`src/rtl/wshl_pkg.sv`:
```
package wshl_pkg;

  typedef struct packed {
    logic n;
    logic z;
    logic c;
  } wshl_flags_t;

  localparam logic [15:0] WSHL_OPCODE = 16'h5652;

endpackage

```
`src/rtl/wshl_decode.sv`:
```
module wshl_decode #(
  parameter int          OPC_W  = 16,
  parameter logic [OPC_W-1:0] OPCODE = 16'h5652
) (
  input  logic             in_valid,
  input  logic [OPC_W-1:0] in_opcode,
  input  logic             in_rpt,
  output logic             fire,
  output logic             rpt_clear
);
  always_comb begin
    fire      = in_valid && (in_opcode == OPCODE);
    rpt_clear = fire && in_rpt;
  end
endmodule

```
`src/rtl/wshl_shifter.sv`:
```
module wshl_shifter #(
  parameter int FULL_W = 64,
  parameter int CNT_W  = $clog2(FULL_W)
) (
  input  logic [FULL_W-1:0] operand,
  input  logic [CNT_W-1:0]  amt,
  output logic [FULL_W-1:0] result,
  output logic              carry
);
  // One extra guard bit on top collects the last bit pushed out.
  logic [FULL_W:0] stage [0:CNT_W];

  assign stage[0] = {1'b0, operand};

  for (genvar i = 0; i < CNT_W; i++) begin : g_stage
    localparam int SH = 1 << i;
    assign stage[i+1] = amt[i] ? {stage[i][FULL_W-SH:0], {SH{1'b0}}} : stage[i];
  end

  assign result = stage[CNT_W][FULL_W-1:0];
  assign carry  = stage[CNT_W][FULL_W];
endmodule

```
`src/rtl/wshl_flags.sv`:
```
module wshl_flags
  import wshl_pkg::*;
#(
  parameter int FULL_W = 64
) (
  input  logic [FULL_W-1:0] result,
  input  logic              carry,
  output wshl_flags_t       flags
);
  always_comb begin
    flags.n = result[FULL_W-1];
    flags.z = ~|result;
    flags.c = carry;
  end
endmodule

```
`src/rtl/wide_shl_unit.sv`:
```
module wide_shl_unit
  import wshl_pkg::*;
#(
  parameter int               HALF_W = 32,
  parameter int               T_W    = 16,
  parameter int               OPC_W  = 16,
  parameter logic [OPC_W-1:0] OPCODE = WSHL_OPCODE
) (
  input  logic              clk,
  input  logic              rst_n,
  input  logic              in_valid,
  output logic              in_ready,
  input  logic [OPC_W-1:0]  in_opcode,
  input  logic              in_rpt,
  input  logic [HALF_W-1:0] in_acc,
  input  logic [HALF_W-1:0] in_p,
  input  logic [T_W-1:0]    in_t,
  output logic              wr_en,
  output logic [HALF_W-1:0] wr_acc,
  output logic [HALF_W-1:0] wr_p,
  output logic              wr_n,
  output logic              wr_z,
  output logic              wr_c,
  output logic              rptc_clr
);
  localparam int FULL_W = 2 * HALF_W;
  localparam int CNT_W  = $clog2(FULL_W);

  logic              fire;
  logic              rpt_clear;
  logic [FULL_W-1:0] sh_result;
  logic              sh_carry;
  wshl_flags_t       nxt_flags;
  wshl_flags_t       flags_q;
  logic              unused_t_hi;

  assign in_ready    = 1'b1;
  assign unused_t_hi = ^in_t[T_W-1:CNT_W];

  wshl_decode #(.OPC_W(OPC_W), .OPCODE(OPCODE)) u_dec (
    .in_valid  (in_valid),
    .in_opcode (in_opcode),
    .in_rpt    (in_rpt),
    .fire      (fire),
    .rpt_clear (rpt_clear)
  );

  wshl_shifter #(.FULL_W(FULL_W), .CNT_W(CNT_W)) u_shift (
    .operand (({in_acc, in_p})),
    .amt     (in_t[CNT_W-1:0]),
    .result  (sh_result),
    .carry   (sh_carry)
  );

  wshl_flags #(.FULL_W(FULL_W)) u_flags (
    .result (sh_result),
    .carry  (sh_carry),
    .flags  (nxt_flags)
  );

  always_ff @(posedge clk or negedge rst_n) begin
    if (!rst_n) begin
      wr_en    <= 1'b0;
      rptc_clr <= 1'b0;
      wr_acc   <= '0;
      wr_p     <= '0;
      flags_q  <= '0;
    end else begin
      wr_en    <= fire;
      rptc_clr <= rpt_clear;
      if (fire) begin
        wr_acc  <= sh_result[FULL_W-1:HALF_W];
        wr_p    <= sh_result[HALF_W-1:0];
        flags_q <= nxt_flags;
      end
    end
  end

  assign wr_n = flags_q.n;
  assign wr_z = flags_q.z;
  assign wr_c = flags_q.c;
endmodule

```
`config.mk`:
```
export PLATFORM = sky130hd
export DESIGN_NAME = wide_shl_unit
export DESIGN_NICKNAME = d
export VERILOG_FILES = /design/src/rtl/wshl_pkg.sv /design/src/rtl/wshl_decode.sv /design/src/rtl/wshl_shifter.sv /design/src/rtl/wshl_flags.sv /design/src/rtl/wide_shl_unit.sv
export SDC_FILE = /design/constraint.sdc
export NUM_CORES = 1
export LEC_CHECK = 0
export BUFFER_PORTS_ARGS = -buffer_cell sky130_fd_sc_hd__buf_2
export CAP_MARGIN = 20
export CORE_MARGIN = 4
export CORE_UTILIZATION = 50
export CTS_CLUSTER_DIAMETER = 150
export DETAILED_ROUTE_END_ITERATION = 8
export PLACE_DENSITY = 0.71
export REMOVE_ABC_BUFFERS = 1
export SYNTH_ARGS = -nofsm -noshare
export SYNTH_HDL_FRONTEND = slang
export SYNTH_SLANG_ARGS = --single-unit
```
`constraint.sdc`:
```
create_clock -name clk -period 0.9 [get_ports clk]
set_input_delay 0.18 -clock clk [delete_from_list [all_inputs] [get_ports clk]]
set_output_delay 0.18 -clock clk [all_outputs]
set_load 0.05 [all_outputs]
```
==> results.py, run 1 <==
metrics = {
    "floorplanning": {
        "num_rows": 45,
        "die-height_um": 134,
        "ioPinCount": 170,
        "start_util_pct": 51.8,
        "die-width_um": 134,
    },
    "placed_design": {
        "hpwl_um": 26700,
        "post_dp_cell_area_sq_um": 11200,
        "port-buffer-count": 158,
        "place.gp.congestion": 1.03,
        "placed_cells": 1471,
    },
    "clocking": {
        "cts-root-buf": "clkbuf_16",
        "numCtsBuffers": 9,
        "cts_sinks": 68,
        "htree_levels": 3,
        "cts_buffer_depth": 2,
    },
    "synth": {
        "synth_area_sq_um": 7990,
        "yosysMostFrequentCell": "nand2_1",
        "yosysTopAreaCell": "dfrtp_1",
        "synth_area_per_cell_sq_um": 9.26,
        "ys_warn_count": 0,
        "yosysTopAreaCellShare_pct": 21.3,
        "netlist_instances": 863,
        "ys_seq_area_share_pct": 21.3,
        "ys_seq_elements": 68,
        "synth-main-ff-cell": "dfrtp_1",
        "synth_edf_count": 0,
        "async_reset_ff_share_pct": 100,
        "synth.top_cells.by_count": "138 x nand2_1, 69 x mux2i_1, 68 x dfrtp_1",
        "synth_cell_types": 74,
        "synth.area.top_cells": "dfrtp_1 21%, mux4_2 17%, mux2i_1 8.6%, nand2_1 6.5%, mux4_1 6.3%",
    },
    "grt": {
        "grt_remaining_overflow": 1451,
        "grt_use_total_pct": 96.1,
        "grt_max_degree": 69,
    },
    "timing": {
        "grt-worst-endpoint": "wr_z$_DFFE_PN0P_/D",
        "worstEpCategory": "sequential cell input",
    },
    "status": {
        "failing_step": "5_1_grt",
        "stop_error": "[ERROR GRT-0232] Routing congestion too high. Check the congestion heatmap in the GUI.",
        "status": "did not finish",
    },
}
-- timing repair --
item / 4_1_cts
setup buffers: 69
pin swaps: 58
resized for setup: 314
setup endpoints to repair: 137
gates cloned: 19
endpoints found under the hold margin: 68
hold buffers: 1
-- stage by stage --
step                      setup WS (ns)  hold WS (ns)
after floorplan                   -2.15        -0.116
after CTS                         -1.67        0.0721
after detailed placement          -2.42         0.220
after global placement            -2.35         0.221
-- logic make-up after synthesis --
kind of cell / Yosys count / synth area share, %
and+or+nand+nor: 294 / 16.6
AOI/OAI and AO/OA: 219 / 18.7
muxes: 188 / 37.6
buffers and inverters: 93 / 5.73
DFF: 68 / 21.3
other: 1 / 0.0469
-- metal layers --
metal | GRT usage [%] | GRT overflow
met1 | 86.2 | 5
met2 | 126 | 1097
met3 | 71.9 | 15
met4 | 109 | 333
met5 | 24.4 | 1
==> run 2, diff against run 1 <==
--- a/config.mk
+++ b/config.mk
@@ -8,10 +8,9 @@
 export BUFFER_PORTS_ARGS = -buffer_cell sky130_fd_sc_hd__buf_2
 export CAP_MARGIN = 20
 export CORE_MARGIN = 4
-export CORE_UTILIZATION = 50
-export CTS_CLUSTER_DIAMETER = 150
+export CORE_UTILIZATION = 35
 export DETAILED_ROUTE_END_ITERATION = 8
-export PLACE_DENSITY = 0.71
+export PLACE_DENSITY_LB_ADDON = 0.15
 export REMOVE_ABC_BUFFERS = 1
 export SYNTH_ARGS = -nofsm -noshare
 export SYNTH_HDL_FRONTEND = slang
==> run 2 against run 1 <==
  * Synthesized cell count is the same
  * The flow now finishes, with violations (negative setup slack)
  * Area after synthesis is the same
==> results.py, run 2 <==
metrics = {
    "route": {
        "drt_wl_total_um": 42900,
        "wl_per_cell_um": 24.6,
        "vias": 10500,
        "drt-initial-drc-count": 860,
        "drtPass1Iterations": 5,
        "avgViaCountPerCell": 5.99,
        "antenna_left": 0,
        "drc": 0,
    },
    "floorplanning": {
        "dieArea_sq_um": 25300,
        "core_sq_um": 22600,
        "die-height_um": 159,
        "start_util_pct": 35.4,
        "num_rows": 55,
        "die-width_um": 159,
        "ioPinCount": 170,
    },
    "clocking": {
        "clk_pin_slew_worst_paths_ns": 0.06,
        "numCtsBuffers": 9,
        "clk_latency_ns": 0.33,
        "cts_buffer_depth": 2,
        "cts_tree": "yes",
        "htree_levels": 3,
        "cts_sinks": 68,
        "cts-root-buf": "clkbuf_16",
    },
    "timing": {
        "fin_crit_sh_pct": 306,
        "hold_violations": 0,
        "drv_slew": 0,
        "fmax_mhz": 363,
        "skew_ns": 0,
        "fin_crit_ns": 2.75,
        "rsz0062_at_grt": "yes",
        "fin_tns_setup_ns": -77.84,
        "holdWs_ns": 0.0642,
        "setup_viol": 137,
        "fin_ws_ns": -1.85,
    },
    "synth": {
        "synth_area_sq_um": 7990,
        "ys_seq_area_share_pct": 21.3,
        "synth-adder-area-share_pct": 0,
        "synth.top_cells.by_count": "138 x nand2_1, 69 x mux2i_1, 68 x dfrtp_1",
        "synth.area.top_cells": "dfrtp_1 21%, mux4_2 17%, mux2i_1 8.6%, nand2_1 6.5%, mux4_1 6.3%",
        "synth_area_per_cell_sq_um": 9.26,
        "yosysTopAreaCell": "dfrtp_1",
        "ys_seq_elements": 68,
        "netlist_instances": 863,
        "ys_warn_count": 0,
        "synth_cell_types": 74,
        "synth_xor_area_share_pct": 0,
        "muxShareOfSynthArea_pct": 37.6,
        "async_reset_ff_share_pct": 100,
        "synth-simple-area-share_pct": 16.6,
        "yosysMostFrequentCell": "nand2_1",
        "yosysTopAreaCellShare_pct": 21.3,
        "synth_edf_count": 0,
        "synth_compound_area_share_pct": 18.7,
        "synth_top_family_by_area": "multiplexers",
        "synth-main-ff-cell": "dfrtp_1",
    },
    "job": {
        "cap_violations": 0,
    },
    "placed_design": {
        "placed_cells": 1554,
        "hpwl_um": 28000,
        "port-buffer-count": 158,
        "place.gp.congestion": 0.940,
    },
    "pwr": {
        "p_leak_uw": 0.00719,
        "vdd.ir_drop.worst_mv": 0.871,
        "power_uw": 15000,
        "pwr_density_cell_nw_per_um2": 945,
    },
    "status": {
        "violations": "negative setup slack",
        "status": "finished, violations left",
    },
    "worst_setup_path": {
        "startpoint_type": "input port",
        "critPathMaxFanout": 8,
        "cp.arrival_ns": 3.01,
        "critPathCaptureType": "flop",
        "required_ns": 1.16,
        "path_class": "in -> reg",
    },
    "grt": {
        "grt_remaining_overflow": 0,
        "grt_use_total_pct": 30.9,
        "use_met3_pct": 6.08,
        "grtUsageMet2_pct": 49.9,
        "grt_max_degree": 69,
        "antenna_found_initial": 0,
        "grt_pass1_wl_um": 61500,
        "grt.busiest_layer": "met2",
        "grt_pass1_vias": 10300,
        "use_met1_pct": 39.4,
    },
    "final_layout": {
        "drive_gt1_share_pct": 69.1,
        "fin_cells": 1745,
        "regArea_sq_um": 1700,
        "final_cell_mix": "344 x buf_4, 190 x buf_6, 101 x nand2_1, 77 x mux4_2, 73 x buf_2",
        "final_common_cell": "buf_4",
        "nFillCells": 1585,
        "synthToLayoutAreaGrowth_pct": 99.0,
        "insertedDiodeCount": 0,
        "multi_input_area_sq_um": 7250,
        "reg_top3": "wr_acc: 32 flops, wr_p: 32 flops",
        "nets": 1556,
    },
    "min_path": {
        "hold_class": "in -> reg",
    },
}
-- run 2: cell counts after synthesis --
Identical to the previous run, type by type.
-- run 2: kinds of logic (layout without fill, tap and decap cells) --
kind of cell    after synthesis  in the layout
simple gates                294            294
compound gates              219            219
mux                         188            188
buf+inv                      93            690
flops                        68             68
other cells                   1              1
-- run 2: layer usage --
metal / vias to the layer above / part of all wire [%]
met1: 5072 / 39
met2: 672 / 47
met5: - / 0
met4: 0 / 5.9
li1: 4555 / -
met3: 152 / 8.3
-- run 2: final timing paths --
path	start	to	slack (ns)	depth (start not counted)
max in group asynchronous	rst_n	wr_acc[1]	0.18	3
max reg2reg	wr_p[28]	wr_p[28]	-0.07	3
min	in_rpt	rptc_clr	0.06	2
min reg2reg	wr_acc[29]	wr_acc[29]	0.50	2
max	in_t[1]	wr_z	-1.85	11
min in group asynchronous	rst_n	wr_p[6]	0.41	3
-- run 2: report_power, final --
group          switching (uW)  leakage [uW]  internal, uW  total [uW]
Clock                    1260      0.000126          1840        3090
Combinational            4160       0.00611          4710        8870
Sequential              0.731      0.000951          3060        3060
-- run 2: metrics by stage --
stage               cell area [sq um]  util (%)  worst slack [ns]
floorplan                        7580         -             -2.15
global placement                11300      50.2             -2.56
detailed placement              11300      50.2             -2.61
CTS                             14600      64.7             -1.63
global route                    15900      70.4             -1.92
finish                          15900      70.4             -1.85
-- run 2: timing repair --
item                       in CTS  in global routing
gates cloned                   17                  2
hold buffers                    1                  0
buffers inserted              104                 92
setup endpoints to repair     137                137
hold endpoints to repair       68                  0
gates resized for setup       536                176
pin swaps                      68                 81
-- run 2: cell type report --
type | count | share of cell area [%]
Tap cell | 285 | 2.24
Clock inverter | 3 | 0.0945
Clock buffer | 12 | 1.49
Sequential cell | 68 | 10.7
Multi-Input combinational cell | 702 | 45.6
Timing Repair Buffer | 662 | 39.5
Inverter | 13 | 0.401
-- run 2: critical path, stage by stage --
cell and delay (ns):
buf_16 0.13, buf_8 0.12, mux4_2 0.54, a22o_1 0.20, a221o_2 0.38, and3b_1 0.25
a41oi_1 0.18, nor4b_1 0.39, a41o_1 0.32, nand4_1 0.14, o21ai_1 0.16
Power figures use the tool's default switching activity.
==> run 3, diff against run 2 <==
--- a/config.mk
+++ b/config.mk
@@ -10,6 +10,7 @@
 export CORE_MARGIN = 4
 export CORE_UTILIZATION = 35
 export DETAILED_ROUTE_END_ITERATION = 8
+export GPL_TIMING_DRIVEN = 0
 export PLACE_DENSITY_LB_ADDON = 0.15
 export REMOVE_ABC_BUFFERS = 1
 export SYNTH_ARGS = -nofsm -noshare
==> constraint.sdc (replaced) <==
create_clock -name clk -period 2.6 [get_ports clk]
set_input_delay 0.52 -clock clk [delete_from_list [all_inputs] [get_ports clk]]
set_output_delay 0.52 -clock clk [all_outputs]
set_load 0.05 [all_outputs]
==> run 3 against run 2 <==
  * Non-clock buffer count shrank 415
  * Highest routed layer unchanged
  * The flow still finishes with violations (negative setup slack)
  * Sequential share of layout area grew 4.9 points
  * Routed wire length shrank 22%
  * Clock skew is the same
  * Final cell count shrank 24%
  * Total power shrank 72%
  * Register-to-register slack gained 1.9 ns
  * Worst hold slack gained 0.24 ns
  * Critical endpoint unchanged
==> results.py, run 3 (synthesized netlist as in run 2, its figures left out) <==
metrics = {
    "status": {
        "status": "finished, violations left",
        "violations": "negative setup slack",
    },
    "timing": {
        "fin_tns_setup_ns": -0.498,
        "fin_crit_sh_pct": 116,
        "skew_ns": 0,
        "fmax_mhz": 333,
        "slew_headroom_pct": 41.0,
        "fin_ws_ns": -0.406,
        "setup_viol": 2,
        "rsz0062_at_grt": "yes",
        "holdWs_ns": 0.306,
        "fin_crit_ns": 3.01,
        "hold_violations": 0,
        "worst_pin_slew_ns": 0.881,
        "drv_slew": 0,
    },
    "worst_setup_path": {
        "timing.rr.end": "wr_acc[13]",
        "rrSetupSlack_ns": 1.84,
        "critPathMaxFanout": 7,
        "cp.arrival_ns": 3.25,
        "timing.rr.start": "wr_acc[13]",
        "path_class": "in -> reg",
        "required_ns": 2.84,
        "critPathCaptureType": "flop",
        "startpoint_type": "input port",
        "ff2ff_path_depth": 1,
    },
    "clocking": {
        "clk_latency_ns": 0.32,
        "hold_buffers": 0,
        "cts-root-buf": "clkbuf_16",
        "cts_tree": "yes",
        "clk_pin_slew_worst_paths_ns": 0.05,
        "cts_sinks": 68,
        "numCtsBuffers": 9,
        "htree_levels": 3,
        "cts_buffer_depth": 2,
    },
    "final_layout": {
        "nFillCells": 2161,
        "insertedDiodeCount": 0,
        "synthToLayoutAreaGrowth_pct": 36.8,
        "reg_top3": "wr_acc: 32 flops, wr_p: 32 flops",
        "nets": 1142,
        "final_common_cell": "buf_2",
        "final_cell_mix": "151 x buf_2, 131 x nand2_1, 70 x mux4_2, 68 x dfrtp_1, 64 x nor2_1",
        "drive_gt1_share_pct": 44.9,
        "postLayoutCoreUtil_pct": 48.4,
    },
    "grt": {
        "grt_pass1_vias": 7828,
        "grt_remaining_overflow": 0,
        "grt_use_total_pct": 24.9,
        "grt_max_degree": 69,
        "antenna_found_initial": 0,
        "grt_pass1_wl_um": 50000,
    },
    "pwr": {
        "vdd.ir_drop.worst_mv": 0.346,
        "power_uw": 4250,
        "pwr_density_cell_nw_per_um2": 388,
        "p_leak_uw": 0.00472,
    },
    "placed_design": {
        "port-buffer-count": 158,
        "hpwl_um": 22400,
        "place.gp.congestion": 0.932,
    },
    "route": {
        "drt_wl_total_um": 33400,
        "drt-met1-wl_um": 14400,
        "antenna_left": 0,
        "drt-initial-drc-count": 995,
        "wl_per_cell_um": 25.1,
        "drc": 0,
        "top_layer": "met4",
        "vias": 8537,
        "drtPass1Iterations": 6,
        "wl_met3_um": 2810,
        "met2_wirelength_um": 15200,
        "avgViaCountPerCell": 6.41,
    },
    "floorplanning": {
        "start_util_pct": 35.4,
        "ioPinCount": 170,
        "core_sq_um": 22600,
        "dieArea_sq_um": 25300,
        "num_rows": 55,
        "die-height_um": 159,
        "die-width_um": 159,
    },
    "min_path": {
        "hold_class": "in -> async",
    },
    "job": {
        "cap_violations": 0,
    },
}
## run 3: power breakdown
group / internal [uW] / switching [uW]
clock: 796 / 411
combinational: 899 / 1080
sequential: 1060 / 0.172
total: 2750 / 1490
## run 3: area by class of cell
cell class	count	area (sq um)	area share (%)
Multi-Input combinational cell	702	6430	58.8
Inverter	13	78.8	0.721
Clock inverter	1	30.0	0.275
Timing Repair Buffer	247	2060	18.9
Sequential cell	68	1700	15.6
Timing Repair inverter	1	5.00	0.0458
Tap cell	285	357	3.26
Clock buffer	15	268	2.45
## run 3: stage by stage
step	cell area [sq um]	std cells	setup WS [ns]
after floorplan	7580	783	-0.787
after global placement	8730	1226	-3.74
after detailed placement	8930	1235	-2.29
after CTS	10400	1296	-0.338
after global routing	10900	1332	-0.469
final	10900	1332	-0.406
## run 3: worst max-delay path by stage
stage                  from        end  slack (ns)  cells past startpoint
3_5_place_dp        in_t[0]       wr_z       -2.29                     11
6_report            in_t[1]       wr_z       -0.41                     11
5_1_grt             in_t[1]       wr_z       -0.47                     12
4_1_cts             in_t[1]       wr_z       -0.34                     11
2_1_floorplan  in_opcode[3]  wr_acc[1]       -0.79                      5
3_3_place_gp        in_t[0]       wr_z       -3.74                     10
## run 3: layer usage
| layer | vias to the layer above | track usage, % |
|---|---|---|
| met4 | 0 | 7.06 |
| li1 | 3725 | - |
| met2 | 545 | 38.8 |
| met5 | - | 0 |
| met3 | 74 | 3.49 |
| met1 | 4193 | 36.4 |
## run 3: what timing repair did
action,CTS,global route
buffers inserted,32,38
endpoints found under the hold margin,0,0
cloned,14,3
pin swaps,20,17
endpoints found under the setup margin,60,8
resized for setup,133,46
## run 3: worst max-delay path, cell delays in order
cell,delay [ns]
buf_16,0.13
buf_16,0.14
mux4_2,0.53
mux2_4,0.30
and3_4,0.18
a311oi_2,0.23
o311ai_2,0.18
or4_4,0.45
nor4_4,0.28
nand4_1,0.15
o21ai_1,0.14
==> run 4, diff against run 3 <==
--- a/config.mk
+++ b/config.mk
@@ -5,9 +5,9 @@
 export SDC_FILE = /design/constraint.sdc
 export NUM_CORES = 1
 export LEC_CHECK = 0
-export BUFFER_PORTS_ARGS = -buffer_cell sky130_fd_sc_hd__buf_2
+export BUFFER_PORTS_ARGS = -buffer_cell sky130_fd_sc_hd__clkbuf_2
 export CAP_MARGIN = 20
-export CORE_MARGIN = 4
+export CORE_MARGIN = 3
 export CORE_UTILIZATION = 35
 export DETAILED_ROUTE_END_ITERATION = 8
 export GPL_TIMING_DRIVEN = 0
==> constraint.sdc (replaced) <==
create_clock -name clk -period 3.85 [get_ports clk]
set_input_delay 0.77 -clock clk [delete_from_list [all_inputs] [get_ports clk]]
set_output_delay 0.77 -clock clk [all_outputs]
set_load 0.05 [all_outputs]
==> run 4 against run 3 <==
  * The run now ends clean
  * Final cell count shrank 5.9%
  * Final area shrank 14%
  * Die area shrank 2.5%
  * Via count shrank 8.0%
  * Utilization shrank 5.8 points
  * Routed wire length shrank 11%
  * First-iteration DRC count shrank 13%
  * Register-to-register slack gained 1.2 ns
==> results.py, run 4 (synthesized netlist as in run 2, its figures left out) <==
metrics = {
    "worst_setup_path": {
        "path_class": "in -> reg",
        "startpoint_type": "input port",
        "slowest_delay_ns": 0.58,
        "critPathCaptureType": "flop",
        "crit_family": "simple AND/OR/NAND/NOR gates",
        "cp.arrival_ns": 4.04,
        "critPathMaxFanout": 36,
        "path_buf_inv": 2,
        "path_cells": "clkbuf_4, buf_16, mux2_2, mux4_2, o21a_1, nand2_1, o211ai_1, or4_1, nor4_1, nand4_1, o21ai_1",
        "required_ns": 4.11,
        "crit_path_top_delay_cell": "or4_1",
    },
    "min_path": {
        "hold_class": "in -> async",
    },
    "clocking": {
        "cts_tree": "yes",
        "htree_levels": 3,
        "cts-root-buf": "clkbuf_16",
        "clk_pin_slew_worst_paths_ns": 0.06,
        "numCtsBuffers": 9,
        "clk_latency_ns": 0.32,
        "cts_buffer_depth": 2,
        "hold_buffers": 0,
        "cts_sinks": 68,
    },
    "final_layout": {
        "final_cell_mix": "152 x clkbuf_2, 137 x nand2_1, 68 x mux2i_1, 68 x dfrtp_1, 65 x nor2_1",
        "final_common_cell": "clkbuf_2",
        "reg_top3": "wr_acc: 32 flops, wr_p: 32 flops",
        "nets": 1068,
        "postLayoutCoreUtil_pct": 42.6,
        "insertedDiodeCount": 0,
        "synthToLayoutAreaGrowth_pct": 17.8,
        "drive_gt1_share_pct": 32.0,
    },
    "placed_design": {
        "port-buffer-count": 158,
        "place.gp.congestion": 0.932,
        "hpwl_um": 22500,
    },
    "grt": {
        "grt_pass1_vias": 7439,
        "grt_pass1_wl_um": 45600,
        "grt_remaining_overflow": 0,
        "antenna_found_initial": 0,
        "grt_max_degree": 72,
        "grt_use_total_pct": 23.7,
    },
    "timing": {
        "fmax_mhz": 264,
        "skew_ns": 0,
        "drv_slew": 0,
        "fin_crit_sh_pct": 98.2,
        "hold_violations": 0,
        "setup_viol": 0,
        "slew_headroom_pct": 37.3,
        "fin_crit_ns": 3.78,
        "worst_pin_slew_ns": 0.933,
        "fin_tns_setup_ns": 0,
        "rsz0062_at_grt": "no",
    },
    "route": {
        "wl_per_cell_um": 23.9,
        "avgViaCountPerCell": 6.27,
        "antenna_left": 0,
        "drt-initial-drc-count": 867,
        "vias": 7855,
        "drt_wl_total_um": 29900,
        "drc": 0,
        "drtPass1Iterations": 5,
    },
    "floorplanning": {
        "die-width_um": 157,
        "num_rows": 54,
        "die-height_um": 157,
        "start_util_pct": 36.2,
        "core_sq_um": 22100,
        "dieArea_sq_um": 24700,
        "ioPinCount": 170,
    },
    "status": {
        "status": "finished, final reports clean",
    },
    "pwr": {
        "vdd.ir_drop.worst_mv": 0.146,
        "pwr_density_cell_nw_per_um2": 267,
        "power_uw": 2510,
        "p_leak_uw": 0.00410,
    },
    "job": {
        "cap_violations": 0,
    },
}
-- run 4: cell types whose count changed in the layout (fill, tap and decap cells not counted), sizes merged --
cell      before  now
buf          237   13
bufbuf         5    1
bufinv         1    0
clkbuf        20  172
clkinv         3    2
clkinvlp       3    4
inv            8   11
-- run 4: cell type report --
| class | count | area (sq um) |
|---|---|---|
| clock buffer | 13 | 270 |
| clock inverter | 3 | 20.0 |
| tap | 280 | 350 |
| timing repair buffer | 173 | 1140 |
| sequential | 68 | 1700 |
| timing repair inverter | 1 | 5.00 |
| multi-input combinational | 702 | 5860 |
| fill | 2212 | 12700 |
| inverter | 13 | 58.8 |
-- run 4: stage by stage --
stage	cell area, sq um	worst slack, ns	hold slack, ns	instances
final	9410	0.0690	0.388	1253
after global routing	9410	0.0123	0.412	1253
after CTS	9340	0.0119	0.397	1250
after detailed placement	8990	-1.15	0.456	1232
after global placement	8720	-2.88	0.453	1221
after floorplan	7580	0.213	0.474	783
-- run 4: path summary, 6_finish.rpt --
kind	start	endpoint	slack, ns	depth (start not counted)
worst max-delay path	in_t[2]	wr_z	0.07	11
worst min-delay path	rst_n	wr_en	0.39	1
worst max register to register	wr_acc[12]	wr_acc[12]	3.08	1
worst min register to register	wr_acc[24]	wr_acc[24]	0.46	2
max in group asynchronous	rst_n	wr_acc[16]	2.91	2
min in group clk	wr_acc[24]	wr_acc[24]	0.46	2
-- run 4: where the power goes --
group | leakage, uW | switching [uW] | internal, uW
clock | 0.000138 | 300 | 487
combinational | 0.00301 | 603 | 405
sequential | 0.000951 | 0.121 | 715
total | 0.00410 | 904 | 1610
-- run 4: repair_timing --
item	4_1_cts	5_1_grt
cloned	2	2
setup buffers	0	1
setup endpoints to repair	1	1
resized for setup	7	6
pin swaps	0	1
-- run 4: routing by layer --
| metal | share of wire (%) | GRT usage (%) |
|---|---|---|
| met2 | 43 | 34.9 |
| met3 | 8.1 | 3.74 |
| met4 | 2.6 | 7.23 |
| met1 | 46 | 35.8 |
| met5 | 0 | 0 |
